<file path="src/rtl/irq_route_pkg.sv">
// Shared types for the pin request engine.
// Assumes nothing beyond IEEE 1800-2017 packages.
package irq_route_pkg;

    // Trigger mode of a pin, encoded as on the pin_trig_i inputs.
    typedef enum logic {
        TRIG_EDGE  = 1'b0,
        TRIG_LEVEL = 1'b1
    } trig_e;

endpackage

</file>
<file path="src/rtl/irq_pin_cell.sv">
// One pin's request state: IRR, remote IRR, queued-delivery flag and the
// successive-redelivery counter. All events for this pin arrive pre-decoded.
// Assumes at most one line event per cycle and a handshake only while the
// pin is the one presented.
module irq_pin_cell
    import irq_route_pkg::*;
#(
    parameter int STORM_LIMIT = 10000
) (
    input  logic  clk,
    input  logic  rst_n,
    input  logic  mask_i,
    input  trig_e trig_i,
    input  logic  set_hit_i,
    input  logic  set_level_i,
    input  logic  eoi_hit_i,
    input  logic  grant_i,
    input  logic  taken_i,
    input  logic  retry_i,
    output logic  irr_o,
    output logic  rirr_o,
    output logic  svc_o,
    output logic  defer_o,
    output logic  coal_o
);

    localparam int CNT_W = (STORM_LIMIT > 1) ? $clog2(STORM_LIMIT) : 1;
    localparam logic [CNT_W-1:0] CNT_LAST = CNT_W'(STORM_LIMIT - 1);

    logic             irr_q, rirr_q, svc_q;
    logic [CNT_W-1:0] cnt_q;
    logic             irr_n, rirr_n, svc_n;
    logic [CNT_W-1:0] cnt_n;

    // Coalescing verdict for a level-1 event arriving now.
    assign coal_o  = set_level_i && ((trig_i == TRIG_EDGE) ? irr_q : rirr_q);
    // The redelivery that hits the storm limit is turned into a deferral.
    assign defer_o = eoi_hit_i && !mask_i && irr_q && (cnt_q == CNT_LAST);

    // Next-state: handshake, then EOI, then retry, then line event.
    always_comb begin
        irr_n  = irr_q;
        rirr_n = rirr_q;
        svc_n  = svc_q;
        cnt_n  = cnt_q;
        if (grant_i) begin
            svc_n = 1'b0;
            if (trig_i == TRIG_EDGE) begin
                irr_n = 1'b0;
            end else if (taken_i) begin
                rirr_n = 1'b1;
            end
        end
        if (eoi_hit_i) begin
            rirr_n = 1'b0;
            if (!mask_i && irr_q) begin
                if (cnt_q == CNT_LAST) begin
                    cnt_n = '0;
                end else begin
                    cnt_n = cnt_q + 1'b1;
                    svc_n = 1'b1;
                end
            end else begin
                cnt_n = '0;
            end
        end
        if (retry_i && (trig_i == TRIG_LEVEL) && irr_n && !rirr_n) begin
            svc_n = 1'b1;
        end
        if (set_hit_i) begin
            if (!set_level_i) begin
                irr_n = 1'b0;
            end else begin
                irr_n = 1'b1;
                if (!coal_o) begin
                    svc_n = 1'b1;
                end
            end
        end
        svc_n = svc_n && irr_n && !mask_i;
    end

    // State register.
    always_ff @(posedge clk) begin
        if (!rst_n) begin
            irr_q  <= 1'b0;
            rirr_q <= 1'b0;
            svc_q  <= 1'b0;
            cnt_q  <= '0;
        end else begin
            irr_q  <= irr_n;
            rirr_q <= rirr_n;
            svc_q  <= svc_n;
            cnt_q  <= cnt_n;
        end
    end

    assign irr_o  = irr_q;
    assign rirr_o = rirr_q;
    assign svc_o  = svc_q;

endmodule

</file>
<file path="src/rtl/irq_retry_timer.sv">
// Single shared deferred-retry timer. Arming while idle loads the delay;
// arming while armed merges into the pending retry. fire_o pulses for one
// cycle when the count runs out. Assumes delay_i is stable while armed.
module irq_retry_timer #(
    parameter int DLY_W = 20
) (
    input  logic             clk,
    input  logic             rst_n,
    input  logic             arm_i,
    input  logic [DLY_W-1:0] delay_i,
    output logic             fire_o
);

    logic             busy_q;
    logic [DLY_W-1:0] cnt_q;

    assign fire_o = busy_q && (cnt_q == DLY_W'(1));

    // Load, count down and retire the single pending retry.
    always_ff @(posedge clk) begin
        if (!rst_n) begin
            busy_q <= 1'b0;
            cnt_q  <= '0;
        end else if (arm_i && (!busy_q || fire_o)) begin
            busy_q <= 1'b1;
            cnt_q  <= (delay_i == '0) ? DLY_W'(1) : delay_i;
        end else if (fire_o) begin
            busy_q <= 1'b0;
        end else if (busy_q) begin
            cnt_q <= cnt_q - 1'b1;
        end
    end

endmodule

</file>
<file path="src/rtl/irq_pick_lowest.sv">
// Fixed-priority picker: the lowest set request bit wins.
// Assumes nothing about the request vector.
module irq_pick_lowest #(
    parameter int N     = 24,
    parameter int IDX_W = 5
) (
    input  logic [N-1:0]     req_i,
    output logic             valid_o,
    output logic [IDX_W-1:0] idx_o
);

    // Scan downward so the lowest set index is written last.
    always_comb begin
        valid_o = |req_i;
        idx_o   = '0;
        for (int i = N - 1; i >= 0; i--) begin
            if (req_i[i]) begin
                idx_o = IDX_W'(i);
            end
        end
    end

endmodule

</file>
<file path="src/rtl/irq_pin_router.sv">
// Top of the pin request engine: decodes line events, EOIs and delivery
// handshakes per pin, replicates the pin cell, picks one delivery at a time
// and answers each line event one cycle later. Assumes configuration inputs
// are quasi-static and at most one line event and one EOI per cycle.
module irq_pin_router
    import irq_route_pkg::*;
#(
    parameter int NUM_PINS    = 24,
    parameter int VEC_W       = 8,
    parameter int STORM_LIMIT = 10000,
    parameter int DLY_W       = 20
) (
    input  logic                                                clk,
    input  logic                                                rst_n,
    input  logic                                                line_valid_i,
    input  logic [((NUM_PINS > 1) ? $clog2(NUM_PINS) : 1)-1:0]  line_pin_i,
    input  logic                                                line_level_i,
    output logic                                                line_done_o,
    output logic                                                line_coalesced_o,
    input  logic [NUM_PINS-1:0]                                 pin_mask_i,
    input  logic [NUM_PINS-1:0]                                 pin_trig_i,
    input  logic [NUM_PINS*VEC_W-1:0]                           pin_vector_i,
    input  logic                                                eoi_valid_i,
    input  logic [VEC_W-1:0]                                    eoi_vector_i,
    input  logic                                                eoi_level_i,
    input  logic                                                directed_eoi_i,
    input  logic [DLY_W-1:0]                                    retry_delay_i,
    output logic                                                deliv_valid_o,
    input  logic                                                deliv_ready_i,
    input  logic                                                deliv_taken_i,
    output logic [((NUM_PINS > 1) ? $clog2(NUM_PINS) : 1)-1:0]  deliv_pin_o,
    output logic [VEC_W-1:0]                                    deliv_vector_o,
    output logic                                                deliv_level_o
);

    localparam int PIN_W = (NUM_PINS > 1) ? $clog2(NUM_PINS) : 1;

    logic [VEC_W-1:0]    vec_arr [NUM_PINS];
    logic [NUM_PINS-1:0] set_hit, eoi_hit, grant;
    logic [NUM_PINS-1:0] irr_vec, rirr_vec, svc_vec, defer_vec, coal_vec;
    logic                retry_fire;
    logic                pin_ok;

    // Per-pin decode and state.
    for (genvar g = 0; g < NUM_PINS; g++) begin : g_pin
        assign vec_arr[g] = pin_vector_i[g*VEC_W +: VEC_W];
        assign set_hit[g] = line_valid_i && (line_pin_i == PIN_W'(g));
        assign eoi_hit[g] = eoi_valid_i && eoi_level_i && !directed_eoi_i
                            && (vec_arr[g] == eoi_vector_i);
        assign grant[g]   = deliv_valid_o && deliv_ready_i
                            && (deliv_pin_o == PIN_W'(g));

        irq_pin_cell #(
            .STORM_LIMIT (STORM_LIMIT)
        ) u_cell (
            .clk         (clk),
            .rst_n       (rst_n),
            .mask_i      (pin_mask_i[g]),
            .trig_i      (trig_e'(pin_trig_i[g])),
            .set_hit_i   (set_hit[g]),
            .set_level_i (line_level_i),
            .eoi_hit_i   (eoi_hit[g]),
            .grant_i     (grant[g]),
            .taken_i     (deliv_taken_i),
            .retry_i     (retry_fire),
            .irr_o       (irr_vec[g]),
            .rirr_o      (rirr_vec[g]),
            .svc_o       (svc_vec[g]),
            .defer_o     (defer_vec[g]),
            .coal_o      (coal_vec[g])
        );
    end

    irq_retry_timer #(
        .DLY_W (DLY_W)
    ) u_timer (
        .clk     (clk),
        .rst_n   (rst_n),
        .arm_i   (|defer_vec),
        .delay_i (retry_delay_i),
        .fire_o  (retry_fire)
    );

    irq_pick_lowest #(
        .N     (NUM_PINS),
        .IDX_W (PIN_W)
    ) u_pick (
        .req_i   (svc_vec & ~pin_mask_i),
        .valid_o (deliv_valid_o),
        .idx_o   (deliv_pin_o)
    );

    assign deliv_vector_o = vec_arr[deliv_pin_o];
    assign deliv_level_o  = pin_trig_i[deliv_pin_o];
    assign pin_ok         = (int'(line_pin_i) < NUM_PINS);

    // Line event response, one cycle after the event.
    always_ff @(posedge clk) begin
        if (!rst_n) begin
            line_done_o      <= 1'b0;
            line_coalesced_o <= 1'b0;
        end else begin
            line_done_o      <= line_valid_i;
            line_coalesced_o <= line_valid_i && pin_ok && coal_vec[line_pin_i];
        end
    end

endmodule

</file>
<file path="config.mk">
export PLATFORM = sky130hd
export DESIGN_NAME = irq_pin_router
export DESIGN_NICKNAME = d
export VERILOG_FILES = /design/src/rtl/irq_route_pkg.sv /design/src/rtl/irq_pin_cell.sv /design/src/rtl/irq_retry_timer.sv /design/src/rtl/irq_pick_lowest.sv /design/src/rtl/irq_pin_router.sv
export SDC_FILE = /design/constraint.sdc
export NUM_CORES = 2
export LEC_CHECK = 0
export CAP_MARGIN = 10
export CORE_ASPECT_RATIO = 1.2
export CORE_MARGIN = 1.5
export CORE_UTILIZATION = 48
export CTS_BUF_LIST = sky130_fd_sc_hd__clkbuf_16
export DETAILED_ROUTE_END_ITERATION = 7
export GPL_ROUTABILITY_DRIVEN = 0
export PLACE_DENSITY = 0.67
export SYNTH_ARGS = -nofsm -noshare
export SYNTH_HDL_FRONTEND = slang
export SYNTH_SLANG_ARGS = --single-unit
</file>
<file path="constraint.sdc">
create_clock -name clk -period 5.15 [get_ports clk]
set_input_delay 0.515 -clock clk [delete_from_list [all_inputs] [get_ports clk]]
set_output_delay 0.515 -clock clk [all_outputs]
set_load 0.03 [all_outputs]
</file>
# ---- Word-level counts from Yosys, hierarchy flattened
# Cells that the tools add are included.
dict set report word_totals {
  wordCells 1076
  output_inout_bits 17
  register_bits 431
}
dict set report classes {
  n_lt_le_gt_ge 4
  add_sub_neg 25
  n_reduce_logical 378
  n_bitwise 3
  mux 470
  n_eq_ne 96
}
# op n
set ops {}
lappend ops {{2-to-1 mux 14 bit} 48}
lappend ops {{2-to-1 mux 1 bit} 389}
lappend ops {{adder 14 x 1 -> 14 bit, second input constant} 24}
lappend ops {{== test 14 bit, second input constant} 24}
lappend ops {{logical AND 1 bit} 319}
lappend ops {{== test 8 bit} 24}
lappend ops {{2-to-1 mux 5 bit} 24}
lappend ops {{== test 5 x 4 -> 1 bit, second input constant} 16}
lappend ops {{== test 5 bit, second input constant} 16}
lappend ops {{2-to-1 mux 20 bit} 4}
lappend ops {{logical NOT 1 bit} 50}
lappend ops {{OR reduction 24 bit} 2}
lappend ops {{binary-select mux 8 bit (select 5 bit)} 1}
lappend ops {{== test 5 x 3 -> 1 bit, second input constant} 8}
lappend ops {{AND 24 bit} 1}
lappend ops {{inverter 24 bit} 1}
lappend ops {{== test 20 x 1 -> 1 bit, second input constant} 1}
lappend ops {{== test 5 x 2 -> 1 bit, second input constant} 4}
lappend ops {{logical NOT 20 bit} 1}
lappend ops {{subtractor 20 x 1 -> 20 bit, second input constant} 1}
lappend ops {{2-to-1 mux 8 bit} 2}
lappend ops {{< comparator 5 x 6 -> 1 bit, second input constant} 2}
lappend ops {{binary-select mux 1 bit (select 5 bit)} 2}
lappend ops {{== test 5 x 1 -> 1 bit, second input constant} 2}
lappend ops {{8 further kinds} 10}

# ---- Logic depth before layout (Yosys ltp)
dict set report logic_depth {
  ltp_word 38
  ltp_mapped 14
  depth_no_buf 10
}

# ---- By module
# A second synthesis with hierarchy kept.
dict set report unflattened {
  cells_unflattened 3686
  hier_area_um2 31727.9
}
# mod n_inst seq_area_each_um2 cells_each area_each_um2
set by_module_without_submodules {}
lappend by_module_without_submodules {irq_pin_cell 24 340.3 117 1042.2}
lappend by_module_without_submodules {irq_pin_router 1 40.0 661 5028.6}
lappend by_module_without_submodules {irq_retry_timer 1 420.4 169 1376.3}
lappend by_module_without_submodules {irq_pick_lowest 1 0.0 48 309.0}

# ---- Worst setup path before layout
# No wires, ideal clock.
dict set report synth_timing {
  path_kind {input -> output}
  start {input port pin_mask_i[15]}
  end {output port deliv_vector_o[0]}
  arrival_ns 2.980
  path_buffers 2
  path_slack_ns 1.655
  stages 11
  required_time_ns 4.635
  path_cell_list {nor2b_2 o21bai_1 a2111oi_2 a21oi_1 or2_1 buf_6 inv_4 buf_6 mux4_2 a2111oi_0 a21oi_1}
}
dict set report synth_between {
  elab_chain_cells 22
}
# item line
set synth_rtl {}
lappend synth_rtl {{start: declaration} irq_pin_router.sv:20} ;# input logic [NUM_PINS-1:0] pin_mask_i,
lappend synth_rtl {{inverter 24 bit} irq_pin_router.sv:88} ;# .req_i (svc_vec & ~pin_mask_i),
lappend synth_rtl {{AND 24 bit} irq_pin_router.sv:88}
lappend synth_rtl {{2-to-1 mux 5 bit (16 in a row)} irq_pick_lowest.sv:17} ;# if (req_i[i]) begin
lappend synth_rtl {{inverter 5 -> 6 bit (implied by the code)} irq_pin_router.sv:93} ;# assign deliv_vector_o = vec_arr[deliv_pin_o];
lappend synth_rtl {{binary-select mux 8 bit (select 5 bit)} irq_pin_router.sv:93}
lappend synth_rtl {{2-to-1 mux 8 bit (implied by the code) (2 in a row)} irq_pin_router.sv:93}
lappend synth_rtl {{end: declaration} irq_pin_router.sv:32} ;# output logic [VEC_W-1:0] deliv_vector_o,
# Every way passes these cells. The select of a mux whose other input is x is not followed.

# ---- Worst setup path after layout
dict set report layout_timing {
  start {input port pin_mask_i[19]}
  end {output port deliv_vector_o[7]}
}
dict set report layout_between {
  elab_chain_cells 26
}
# item line
set layout_rtl {}
lappend layout_rtl {{inverter 24 bit} irq_pin_router.sv:88}
lappend layout_rtl {{AND 24 bit} irq_pin_router.sv:88}
lappend layout_rtl {{2-to-1 mux 5 bit (20 in a row)} irq_pick_lowest.sv:17}
lappend layout_rtl {{inverter 5 -> 6 bit (implied by the code)} irq_pin_router.sv:93}
lappend layout_rtl {{binary-select mux 8 bit (select 5 bit)} irq_pin_router.sv:93}
lappend layout_rtl {{2-to-1 mux 8 bit (implied by the code) (2 in a row)} irq_pin_router.sv:93}
# Every way passes these cells. The select of a mux whose other input is x is not followed.

==> flow_summary.json <==
{
  "final_max_slew_viol_count": 0,
  "drt_first_pass_iters": 6,
  "timing.critical_path.arrival_ps": 4510,
  "routedWlPerCell_um": 22.1,
  "setup_viol_count_final": 0,
  "hold_class": "reg2reg",
  "cp.required_ps": 4640,
  "path_max_fanout": 20,
  "cts_buffer_depth": 3,
  "drc": 0,
  "first_global_vias": 27300,
  "postRouteAntennaNets": 0,
  "max-vdd-ir-drop_uv": 251,
  "place.port_buffers": 298,
  "shortest_period_the_worst_path_allows_ps": 5030,
  "cp_cell_sequence": "clkdlybuf4s50_1 > nand2b_1 > o211a_1 > o211ai_1 > a21oi_1 > or2_2 > inv_4 > mux4_2 > a2111oi_1 > a21oi_1 > clkdlybuf4s50_1",
  "timing.setup.tns_ps": 0,
  "initial_antenna_violation_count": 18,
  "area_delta_synth_final_pct": 17.9,
  "synth_async_sr_flop_share": 0,
  "cts.sink_count": 431,
  "sequential_share_of_the_synthesized_area": 0.304,
  "routed_via_density": 6.27,
  "final.setup_skew_ps": 16.5,
  "powerDensity_nw_per_um2": 225,
  "max_cap_violations": 0,
  "worst_path_max_delay_cell": "sky130_fd_sc_hd__clkdlybuf4s50_1",
  "post_cts_resized": 0,
  "place_area_um2": 31900,
  "critPathCaptureType": "primary output",
  "layout_setup_ws_ps": 124,
  "layout.cells.non_filler": 4802,
  "chipWidth_um": 225,
  "critPathTopFamily": "buffers and inverters",
  "maxClockFrequency_ghz": 0.199,
  "worst_slew_margin_rel": 0.290,
  "synthesis.yosys.warnings": 0,
  "syn_inst": 3748,
  "post-place-cells": 4717,
  "final_min_period_over_clock_period": 0.976,
  "placement.setup.worst_slack_ps": 122,
  "cts_hold_repair.buffers": 0,
  "crit_path_class": "in2out",
  "netlist_top_cells_area": "sky130_fd_sc_hd__dfxtp_1 (30%), sky130_fd_sc_hd__a21oi_1 (6.7%), sky130_fd_sc_hd__nor2_1 (6.4%)",
  "cts_post_setup_buffers_inserted": 0,
  "grt_start_max_net_pins": 132,
  "leakagePower_nw": 12.2,
  "library_cell_with_the_highest_instance_count_after_synthesis": "sky130_fd_sc_hd__nor2_1",
  "clock_tree_from_tritoncts": "done",
  "die_height_um": 269,
  "worst-slew-pin-transition_ps": 1060,
  "initial_core_util": 0.486,
  "vias": 30100,
  "final_layout_net_count": 4282,
  "yosys.area.top_type_share": 0.304,
  "cts_root_buffer": "sky130_fd_sc_hd__clkbuf_16",
  "worstPathBufferInverterCount": 3,
  "synth.net_count": 4056,
  "clkSlewWorstSetupHoldPaths_ps": 60,
  "finalInstanceArea_um2": 33500,
  "post_synth_most_frequent_cells": "sky130_fd_sc_hd__nor2_1 (483), sky130_fd_sc_hd__dfxtp_1 (431), sky130_fd_sc_hd__a21oi_1 (381)",
  "mappedNetlistArea_um2": 28400,
  "core_region_area_um2": 58400,
  "htree_num_levels": 2,
  "synth_area_per_cell_um2": 7.58,
  "yosys.cell_types.count": 102,
  "fraction_of_final_layout_cells_sized_beyond_drive_strength_1": 0.0619,
  "ioPinCount": 299,
  "synth-main-ff-cell": "sky130_fd_sc_hd__dfxtp_1",
  "grt_remaining_overflow": 0,
  "source_to_sink_clock_delay_at_the_later_pin_of_the_worst_skew_pair_ps": 610,
  "floorplan_die_area_um2": 60600,
  "rsz0062_at_grt": "no",
  "floorplan.rows": 97,
  "grt_first_pass_wirelength_um": 160000,
  "synth-edff-count": 0,
  "outcome": "finished clean",
  "routed_wl_um": 106000,
  "cpPeakStageDelay_ps": 630,
  "setup.worst_path.start_class": "input port",
  "synth_largest_area_cell": "sky130_fd_sc_hd__dfxtp_1",
  "dp_hpwl_um": 79600,
  "hold_viol_final": 0,
  "grtUsageTotal": 0.337,
  "ff_latch_count_synth": 431,
  "first_iter_violations": 3225,
  "cts-buffers-inserted": 47
}
cell families (layout without fill, tap and decap cells):
kind of cell	Yosys count	count (layout)	synth area share
flip-flops	431	431	0.304
adder cells (fa/ha/maj)	26	26	0.0115
multiplexers	65	65	0.0346
buffers and inverters	254	512	0.0416
AO/OA/AOI/OAI	964	964	0.200
other	0	4	0
XOR/XNOR	203	203	0.0626
AND/OR/NAND/NOR	1805	1805	0.346
cell type report:
class	count	area [um^2]
antenna	4	10.0
clock buffer	48	1200
clock inverter	33	308
fill	5525	24900
inverter	65	254
multi-input combinational	3063	18600
sequential	431	8630
tap	792	991
timing repair buffer	366	3480
flip-flops by register name, summed over array words and instances (netlist names):
name,cells
line_done_o,1
u_timer.cnt_q,20
g_pin.u_cell.rirr_o,24
g_pin.u_cell.cnt_q,336
u_timer.busy_q,1
g_pin.u_cell.irr_o,24
line_coalesced_o,1
g_pin.u_cell.svc_o,24
report_power, final:
group	internal, mW	switching (mW)
clock	1.98	1.45
combinational	0.331	0.442
sequential	3.34	0.00153
metal layers:
layer,global-route usage,vias up,routed length [um]
met5,0,-,195
met4,0.188,30,6500
met3,0.0760,357,9010
met2,0.535,1304,47700
met1,0.421,14200,42700
li1,-,14200,-
worst reg2reg max path, delay by kind of cell (launching register included):
family / cells / cell delay [ps]
AO/OA/AOI/OAI: 5 / 1150
buffers and inverters: 3 / 1180
flip-flops: 1 / 330
AND/OR/NAND/NOR: 4 / 920
cell usage in the layout (no fill, tap or decap), types with 61 or more instances in the layout:
master,Yosys,layout
sky130_fd_sc_hd__a21oi_1,381,381
sky130_fd_sc_hd__a31oi_1,61,61
sky130_fd_sc_hd__and3_1,201,201
sky130_fd_sc_hd__buf_4,15,71
sky130_fd_sc_hd__clkdlybuf4s50_1,0,284
sky130_fd_sc_hd__dfxtp_1,431,431
sky130_fd_sc_hd__inv_1,57,66
sky130_fd_sc_hd__nand2_1,261,261
sky130_fd_sc_hd__nand2b_1,66,66
sky130_fd_sc_hd__nand3_1,145,145
sky130_fd_sc_hd__nand3b_1,103,103
sky130_fd_sc_hd__nand4_1,61,61
sky130_fd_sc_hd__nor2_1,483,482
sky130_fd_sc_hd__nor3_1,87,87
sky130_fd_sc_hd__nor4_1,68,67
sky130_fd_sc_hd__o21ai_0,304,304
sky130_fd_sc_hd__xor2_1,170,170
metrics by stage:
step,hold WS [ps],total power [mW],util
finish,477,7.53,0.573
global route,494,7.76,0.573
CTS,474,7.57,0.573
detailed placement,463,4.16,0.547
global placement,461,4.16,0.547
floorplan,437,3.74,-
worst paths after layout:
check / from / endpoint / slack [ps] / depth (start not counted)
worst max-delay path: pin_mask_i[19] / deliv_vector_o[7] / 120 / 11
worst min-delay path: g_pin[17].u_cell.svc_o$_SDFF_PN0_ / g_pin[17].u_cell.svc_o$_SDFF_PN0_ / 480 / 2
worst max register to register: g_pin[3].u_cell.svc_o$_SDFF_PN0_ / g_pin[15].u_cell.svc_o$_SDFF_PN0_ / 1450 / 12
worst min register to register: g_pin[17].u_cell.svc_o$_SDFF_PN0_ / g_pin[17].u_cell.svc_o$_SDFF_PN0_ / 480 / 2
No activity file was read; power rests on OpenSTA's default activity.
